<file path="src/rtl/sd_stop_pkg.sv">
package sd_stop_pkg;
  localparam int CMD_W = 6;
  localparam int RSP_W = 3;
  localparam logic [CMD_W-1:0] CMD_RD_MULTI = 6'd18;
  localparam logic [CMD_W-1:0] CMD_WR_MULTI = 6'd25;
  localparam logic [RSP_W-1:0] RSP_NONE     = 3'b000;
  localparam logic [RSP_W-1:0] RSP_FLAGGED  = 3'b011;

  typedef enum logic [1:0] {
    ST_IDLE  = 2'd0,
    ST_RUN   = 2'd1,
    ST_DRAIN = 2'd2,
    ST_STOP  = 2'd3
  } seq_state_t;

  function automatic logic is_multi(input logic [CMD_W-1:0] cmd,
                                    input logic [RSP_W-1:0] rsp,
                                    input logic             flag);
    logic by_cmd;
    logic by_flag;
    by_cmd  = (rsp == RSP_NONE) && ((cmd == CMD_RD_MULTI) || (cmd == CMD_WR_MULTI));
    by_flag = (rsp >= RSP_FLAGGED) && flag;
    return by_cmd || by_flag;
  endfunction
endpackage

</file>
<file path="src/rtl/sd_blkcnt_reg.sv">
module sd_blkcnt_reg #(
  parameter int CNT_W = 32
) (
  input  logic             clk,
  input  logic             rst,
  input  logic             wr_en,
  input  logic [CNT_W-1:0] wr_data,
  input  logic             busy,
  output logic [CNT_W-1:0] limit,
  output logic             limit_zero
);
  logic [CNT_W-1:0] limit_q;

  always_ff @(posedge clk) begin
    if (rst) begin
      limit_q <= '0;
    end else if (wr_en && !busy) begin
      limit_q <= wr_data;
    end
  end

  assign limit      = limit_q;
  assign limit_zero = (limit_q == '0);
endmodule

</file>
<file path="src/rtl/sd_blk_counter.sv">
module sd_blk_counter #(
  parameter int CNT_W = 32
) (
  input  logic             clk,
  input  logic             rst,
  input  logic             clr,
  input  logic             inc,
  input  logic [CNT_W-1:0] limit,
  output logic [CNT_W-1:0] count,
  output logic             hit
);
  localparam logic [CNT_W-1:0] CNT_MAX = '1;

  logic [CNT_W-1:0] cnt_q;
  logic [CNT_W:0]   cnt_next;

  assign cnt_next = {1'b0, cnt_q} + {{CNT_W{1'b0}}, 1'b1};

  always_ff @(posedge clk) begin
    if (rst || clr) begin
      cnt_q <= '0;
    end else if (inc && (cnt_q != CNT_MAX)) begin
      cnt_q <= cnt_next[CNT_W-1:0];
    end
  end

  // The block now completing brings the count to the limit.
  assign hit   = (cnt_next == {1'b0, limit});
  assign count = cnt_q;
endmodule

</file>
<file path="src/rtl/sd_stop_fsm.sv">
module sd_stop_fsm
  import sd_stop_pkg::*;
(
  input  logic clk,
  input  logic rst,
  input  logic seq_start,
  input  logic multi,
  input  logic is_write,
  input  logic stop_req,
  input  logic auto_fire,
  input  logic fault,
  input  logic buf_empty,
  input  logic card_busy,
  input  logic cmd12_ack,
  output logic cmd12_req,
  output logic acc_end,
  output logic busy,
  output logic start_ok,
  output logic running
);
  seq_state_t state_q, state_d;
  logic       multi_q, write_q;
  logic       req_q, req_d;
  logic       end_q, end_d;

  assign start_ok = (state_q == ST_IDLE) && seq_start;
  assign running  = (state_q == ST_RUN);

  always_comb begin
    state_d = state_q;
    req_d   = req_q;
    end_d   = 1'b0;
    unique case (state_q)
      ST_IDLE: begin
        if (seq_start) state_d = ST_RUN;
      end
      ST_RUN: begin
        if (fault) begin
          state_d = ST_IDLE;
        end else if (multi_q) begin
          if (stop_req || auto_fire) begin
            state_d = ST_STOP;
            req_d   = 1'b1;
          end
        end else if (stop_req) begin
          if (!write_q || buf_empty) begin
            state_d = ST_IDLE;
            end_d   = 1'b1;
          end else begin
            state_d = ST_DRAIN;
          end
        end
      end
      ST_DRAIN: begin
        if (fault) begin
          state_d = ST_IDLE;
        end else if (buf_empty && !card_busy) begin
          state_d = ST_IDLE;
          end_d   = 1'b1;
        end
      end
      ST_STOP: begin
        if (cmd12_ack) begin
          state_d = ST_IDLE;
          req_d   = 1'b0;
          end_d   = 1'b1;
        end
      end
      default: state_d = ST_IDLE;
    endcase
  end

  always_ff @(posedge clk) begin
    if (rst) begin
      state_q <= ST_IDLE;
      req_q   <= 1'b0;
      end_q   <= 1'b0;
      multi_q <= 1'b0;
      write_q <= 1'b0;
    end else begin
      state_q <= state_d;
      req_q   <= req_d;
      end_q   <= end_d;
      if (start_ok) begin
        multi_q <= multi;
        write_q <= is_write;
      end
    end
  end

  assign cmd12_req = req_q;
  assign acc_end   = end_q;
  assign busy      = (state_q != ST_IDLE);
endmodule

</file>
<file path="src/rtl/sd_stop_seq.sv">
module sd_stop_seq
  import sd_stop_pkg::*;
#(
  parameter int CNT_W = 32,
  parameter int SEL_W = 2
) (
  input  logic             clk,
  input  logic             rst,
  input  logic             cnt_wr_en,
  input  logic [CNT_W-1:0] cnt_wr_data,
  input  logic             cnt_en,
  input  logic [SEL_W-1:0] stop_sel,
  input  logic             seq_start,
  input  logic [5:0]       cmd_idx,
  input  logic [2:0]       rsp_type,
  input  logic             multi_flag,
  input  logic             is_write,
  input  logic             blk_done,
  input  logic             stop_req,
  input  logic             buf_empty,
  input  logic             card_busy,
  input  logic             err,
  input  logic             tmo,
  input  logic             cmd12_ack,
  output logic             cmd12_req,
  output logic             acc_end
);
  logic [CNT_W-1:0] cnt_limit;
  logic [CNT_W-1:0] blk_cnt;
  logic             limit_zero;
  logic             cnt_hit;
  logic             seq_busy;
  logic             start_ok;
  logic             running;
  logic             multi_dec;
  logic             auto_arm;
  logic             auto_fire;

  assign multi_dec = is_multi(cmd_idx, rsp_type, multi_flag);
  assign auto_arm  = cnt_en && (stop_sel == '0) && !limit_zero;
  assign auto_fire = auto_arm && blk_done && cnt_hit;

  sd_blkcnt_reg #(.CNT_W(CNT_W)) i_reg (
    .clk        (clk),
    .rst        (rst),
    .wr_en      (cnt_wr_en),
    .wr_data    (cnt_wr_data),
    .busy       (seq_busy),
    .limit      (cnt_limit),
    .limit_zero (limit_zero)
  );

  sd_blk_counter #(.CNT_W(CNT_W)) i_cnt (
    .clk   (clk),
    .rst   (rst),
    .clr   (start_ok),
    .inc   (blk_done && running),
    .limit (cnt_limit),
    .count (blk_cnt),
    .hit   (cnt_hit)
  );

  sd_stop_fsm i_fsm (
    .clk       (clk),
    .rst       (rst),
    .seq_start (seq_start),
    .multi     (multi_dec),
    .is_write  (is_write),
    .stop_req  (stop_req),
    .auto_fire (auto_fire),
    .fault     (err || tmo),
    .buf_empty (buf_empty),
    .card_busy (card_busy),
    .cmd12_ack (cmd12_ack),
    .cmd12_req (cmd12_req),
    .acc_end   (acc_end),
    .busy      (seq_busy),
    .start_ok  (start_ok),
    .running   (running)
  );
endmodule

</file>
<file path="config.mk">
export PLATFORM = sky130hd
export DESIGN_NAME = sd_stop_seq
export DESIGN_NICKNAME = d
export VERILOG_FILES = /design/src/rtl/sd_stop_pkg.sv /design/src/rtl/sd_blkcnt_reg.sv /design/src/rtl/sd_blk_counter.sv /design/src/rtl/sd_stop_fsm.sv /design/src/rtl/sd_stop_seq.sv
export SDC_FILE = /design/constraint.sdc
export NUM_CORES = 1
export LEC_CHECK = 0
export ABC_AREA = 1
export BUFFER_PORTS_ARGS = -buffer_cell sky130_fd_sc_hd__buf_4
export CAP_MARGIN = 20
export CORE_UTILIZATION = 25
export DETAILED_ROUTE_END_ITERATION = 10
export HOLD_SLACK_MARGIN = 0.06
export SLEW_MARGIN = 0
export SYNTH_ARGS = -nofsm -noshare
export SYNTH_HDL_FRONTEND = slang
export SYNTH_HIERARCHICAL = 1
export SYNTH_SLANG_ARGS = --single-unit
</file>
<file path="constraint.sdc">
create_clock -name clk -period 2.6 [get_ports clk]
set_input_delay 0.65 -clock clk [delete_from_list [all_inputs] [get_ports clk]]
set_output_delay 0.65 -clock clk [all_outputs]
set_load 0.02 [all_outputs]
</file>
Word-level counts from Yosys, hierarchy flattened
Index checks and enable logic that the tools add are counted.

Muxes and demuxes: 23. Order comparisons: 1. Equality and inequality tests: 15. Reduce and logical (&&, ||, !) cells: 29. Add/subtract/negate cells: 1.

Operator list (number): $add A32 B1 Y33 const B (1); $eq A33 B32 Y1 (1); $logic_not A32 Y1 (1); $ne A32 B32 Y1 const B (1); $mux W2 (9); $eq A6 B5 Y1 const B (2); $logic_and A1 B1 Y1 (11); $mux W1 (11); $reduce_and A5 Y1 (2); $pmux W2 S4 (1); $logic_or A1 B1 Y1 (6); $ne A2 B2 Y1 const B (3); $eq A2 B2 Y1 const B (2); $logic_not A1 Y1 (4); $logic_not A2 Y1 (2); $ne A2 B1 Y1 const B (2); $ne A4 B2 Y1 const B (1); $ne A4 B3 Y1 const B (1); $reduce_bool A2 Y1 (2); $ge A3 B2 Y1 const B (1); $logic_not A3 Y1 (1); $ne A3 B1 Y1 const B (1); $pmux W1 S3 (1); $eq A2 B1 Y1 const B (1); $pmux W1 S2 (1).

Input bits: 57. Register bits after elaboration: 70.

Longest topological paths before layout
Word-level depth: 10. Mapped depth: 25. Gate-level depth less buffers: 25.

Cells and area by module
Netlist, hierarchy kept.

Modules (own cells, without submodules): sd_blk_counter (cells each 493, instances 1, area each 2829.0 um^2, sequential area each 640.6 um^2); sd_blkcnt_reg (cells each 171, instances 1, area each 1281.2 um^2, sequential area each 640.6 um^2); sd_stop_fsm (cells each 60, instances 1, area each 381.6 um^2, sequential area each 120.1 um^2); sd_stop_seq (cells each 20, instances 1, area each 90.1 um^2, sequential area each 0.0 um^2).

Least setup slack after synthesis
OpenSTA, ideal clock, no wires.

Path kind: reg2reg. From: register i_cnt.cnt_q[0], in the netlist i_cnt/count[0]. To: register i_fsm.state_q[0]. Buffers on the path: 0. Setup time: 113 ps. Slack: 233 ps. Stages on the path, launching flop included: 23. Data arrival time: 2255 ps. Path through: dfxtp_1 > ha_1 > nand2_1 > nor2_4 > nand2_2 > nor2_4 > nand2_2 > o21ai_2 > nand2_1 > nand2_1 > nand2_1 > nor2_1 > nand3_1 > nor2_1 > nand4_1 > nor3_1 > nor2_1 > nand2_2 > nor2_2 > nor2_2 > nand2_2 > nor2_1 > nor2_1.

Cells in the longest elaborated chain, start to end: 6.

Ends and longest elaborated chain: from (decl) (RTL line sd_blk_counter.sv:14) `logic [CNT_W-1:0] cnt_q;`; from (signal assigned) (RTL line sd_blk_counter.sv:23) `cnt_q <= cnt_next[CNT_W-1:0];`; $add A32 B1 Y33 (RTL line sd_blk_counter.sv:17) `assign cnt_next = {1'b0, cnt_q} + {{CNT_W{1'b0}}, 1'b1};`; $eq A33 B32 Y1 (RTL line sd_blk_counter.sv:28) `assign hit = (cnt_next == {1'b0, limit});`; named net cnt_hit (RTL line sd_stop_seq.sv:31) `logic cnt_hit;`; $logic_and A1 B1 Y1 (RTL line sd_stop_seq.sv:41) `assign auto_fire = auto_arm && blk_done && cnt_hit;`; named net auto_fire (RTL line sd_stop_seq.sv:37) `logic auto_fire;`; $logic_or A1 B1 Y1 (RTL line sd_stop_fsm.sv:41) `if (stop_req || auto_fire) begin`; $ne A4 B3 Y1 (no source line); $reduce_and A5 Y1 (no source line); to (signal assigned) (RTL line sd_stop_fsm.sv:81) `state_q <= state_d;`; to (decl) (RTL line sd_stop_fsm.sv:21) `seq_state_t state_q, state_d;`.

The timed path passes the listed nets, and every way through them passes these cells. A chain may end at the register's enable or synchronous reset.

Worst setup path in the final report
From: register i_cnt.cnt_q[1], in the netlist i_cnt/count[1]. To: register i_fsm.state_q[1].

Same word-level chain as after synthesis.

==> impl_metrics.csv <==
group,metric,value,unit
sta,relSlewSlack,62.42,%
status,status,"finished with violations",
synthesis,ys_types,33,
cells_and_area,design_area,0.006198,mm2
clock_network,cts_tree,"built",
global_routing,gr-total-overflow,0,
sta,maxSlewViolCount,0,
clock_network,clk_latency,0.33,ns
cells_and_area,final_cells,1099,
floorplan,core_area,0.01796,mm2
route,drt_iter0_drc,265,
clock_network,cts.sinks,70,
sta,worst_slew_pin_slew,0.5629,ns
worst_setup_path,cp_num_buf_inv,0,
floorplan,initial_utilization,25.51,%
synthesis,synth_cells,744,
floorplan,die-area,0.01887,mm2
route,drt_pass1_iterations,5,
worst_setup_path,path_class,"reg2reg",
clock_network,h-tree-depth,3,
worst_setup_path,crit_top_cell,"nor2_2",
pwr,p_leak,2.735,nW
worst_setup_path,critPathArrivalTime,2.89,ns
synthesis,synth_xor_xnor_area_share,4.315,%
placement,dpl_cell_area,0.005622,mm2
global_routing,grt_pass1_wl,22.51,mm
synthesis,synth_compound_area_share,13.19,%
synthesis,synthArstFlopShare,0,%
sta,max_freq,376.0,MHz
worst_setup_path,cp_cell_sequence,"ha_4 > nand2_4 > nor2_4 > nand2_4 > nor2_4 > nand2_2 > o21ai_2 > nand2_1 > nand2_1 > nand2_1 > nor2_1 > nand3_1 > nor2_1 > nand4_1 > nor3_1 > nor2_1 > nand2_2 > nor2_2 > nor2_2 > nand2_2 > nor2_2 > nor2_2",
cells_and_area,ff_latch_area,0.001410,mm2
global_routing,antenna_found_initial,0,
clock_network,cts_made_buffers,9,
route,wl_per_cell,12.32,um
worst_setup_path,cp-end-kind,"register",
worst_setup_path,crit_fanout,5,
worst_setup_path,cp.required,2.83,ns
worst_setup_path,cp_slowest_cell,"dfxtp_2",
placement,gp_congestion,0.8815,
synthesis,synthFlopType,"dfxtp_1",
route,antenna_left,0,
sta,rsz0062_at_grt,"true",
pwr,p_per_area,581.8,mW/mm2
placement,place_inst,1068,
cells_and_area,area_growth,35.28,%
sta,finalSetupViolations,2,
placement,numPortBuffers,58,
sta,finalClockSkew,0.004085,ns
route,vias,4941,
clock_network,hold_buffers,0,
worst_setup_path,critPathTopFamily,"simple AND/OR/NAND/NOR gates",
sta,min_period,2.659,ns
synthesis,muxShareOfSynthArea,0,%
floorplan,num_rows,49,
worst_setup_path,cp_slowest_stage_delay,0.36,ns
clock_network,cts.clk_slew.worst_paths,0.06,ns
floorplan,io_pins,59,
cells_and_area,drive_gt1_share,24.48,%
placement,dp_slack,-0.1308,ns
synthesis,synth.area.top_cells,"dfxtp_1 31%, nand2_1 21%, inv_1 7.0%",
cells_and_area,nets,923,
floorplan,die_height,137.4,um
synthesis,synth_top_area_share,30.58,%
worst_setup_path,critical_path.startpoint_type,"register",
synthesis,synth_most_common_cell,"nand2_1",
clock_network,clockRootBuffer,"clkbuf_16",
min_path,hold_class,"reg2reg",
synthesis,ys_seq_area_share,30.58,%
synthesis,avgSynthCellArea,6.158,um2
global_routing,grt_pass1_vias,4740,
placement,place_hpwl,10.35,mm
status,violations,"setup timing",
sta,hold_viol,0,
pwr,peakVddDrop,0.0003660,V
cells_and_area,diodes,0,
synthesis,synthTopCellsByCount,"251 x nand2_1, 86 x inv_1, 84 x nor2_1",
synthesis,syn-cell-area,0.004582,mm2
synthesis,synth_top_area_cell,"dfxtp_1",
sta,layout_setup_ws,-0.05925,ns
synthesis,yosysWarnings,6,
global_routing,grt_use_total,15.34,%
pwr,power,0.003606,W
synthesis,synthSimpleGateAreaFrac,41.56,%
global_routing,grt_max_degree,37,
synthesis,synth_top_family_by_area,"simple AND/OR/NAND/NOR gates",
cells_and_area,fillers,1922,
synthesis,synth_nets,802,
route,wirelength,13.54,mm
route,drcViolationCount,0,
sta,fin_crit_sh,102.3,%
floorplan,die_w,137.4,um
synthesis,yosys.area_share.adder,0.2731,%
cells_and_area,multi_input_area,0.002818,mm2
synthesis,ys_seq_elements,70,
synthesis,synth_edf_count,0,
clock_network,cts_buffer_depth,2,
job,max_cap_viol_count,0,
route,vias_per_cell,4.496,
-- worst reg2reg max path: stages (launching register included) --
cell and delay (ns):
dfxtp_2 0.36, ha_4 0.16, nand2_4 0.06, nor2_4 0.18, nand2_4 0.11, nor2_4 0.14, nand2_2 0.10, o21ai_2 0.19
nand2_1 0.09, nand2_1 0.06, nand2_1 0.05, nor2_1 0.12, nand3_1 0.10, nor2_1 0.11, nand4_1 0.08, nor3_1 0.14
nor2_1 0.08, nand2_2 0.07, nor2_2 0.03, nor2_2 0.08, nand2_2 0.08, nor2_2 0.11, nor2_2 0.05
-- cells by family after synthesis --
family	after synthesis
AO/OA/AOI/OAI	112
flip-flops	70
AND/OR/NAND/NOR	439
XOR/XNOR	13
buffers and inverters	109
adder cells (fa/ha/maj)	1
-- registers in the layout (all words and copies together), names as in the netlist --
register,count
i_fsm/write_q,1
i_cnt/count,32
i_fsm/cmd12_req,1
i_reg/limit,32
i_fsm/acc_end,1
i_fsm/multi_q,1
i_fsm/state_q,2
-- through the flow --
stage | TNS (ns) | hold slack (ns) | util [%]
global route | -0.6689 | 0.5053 | 34.51
CTS | -0.1367 | 0.4560 | 34.04
detailed placement | -0.2824 | 0.4474 | 31.29
floorplan | 0 | 0.4297 | -
global placement | -0.1306 | 0.4457 | 31.29
finish | -0.1098 | 0.4602 | 34.51
-- final timing paths --
path	end	slack [ns]	start	depth (start not counted)
worst max-delay path	i_fsm/state_q[1]	-0.06	i_cnt/count[1]	22
worst min register to register	i_fsm/write_q	0.46	i_fsm/write_q	2
worst min-delay path	i_fsm/write_q	0.46	i_fsm/write_q	2
worst max register to register	i_fsm/state_q[1]	-0.06	i_cnt/count[1]	22
-- cell usage in the layout, fill, tap and decap left out, drive strengths merged --
cell type	synthesis	layout
xor2	5	5
nor2	99	99
dfxtp	70	70
ha	1	1
buf	12	128
nor3	2	2
a21oi	59	59
clkinv	0	2
bufinv	0	1
and2	1	1
nand3	55	55
nand2	264	264
nand4	4	4
xor3	1	1
xnor2	2	2
o21bai	1	1
a31oi	10	10
or2	4	4
o21ai	41	41
xnor3	5	5
inv	91	92
clkbuf	6	12
nand3b	10	10
o211ai	1	1
-- final cells by class --
type                       instances  share of cell area [%]
tap                              229                   4.623
sequential                        70                   22.75
clock inverter                     4                  0.8478
clock buffer                      12                   4.300
multi-input combinational        565                   45.46
inverter                          91                   5.511
timing repair buffer             128                   16.51
-- power by group --
part,internal (W),switching (W),total [W]
logic,0.000423,0.000553,0.000975
registers,0.00119,0.000137,0.00133
clock network,0.000825,0.000477,0.00130
-- metal layers --
| layer | GRT usage [%] | wire, um | vias to the layer above |
|---|---|---|---|
| li1 | - | - | 2595 |
| met1 | 19.98 | 6513 | 2204 |
| met2 | 25.54 | 6198 | 118 |
| met3 | 2.134 | 507 | 24 |
| met4 | 5.739 | 321 | 0 |
| met5 | 0 | 0 | - |
-- repair_timing --
action,4_1_cts,5_1_grt
setup buffers,14,1
pin swaps,19,18
resized for setup,19,25
endpoints found under the setup margin,3,4
No activity file was read; power rests on OpenSTA's default activity.
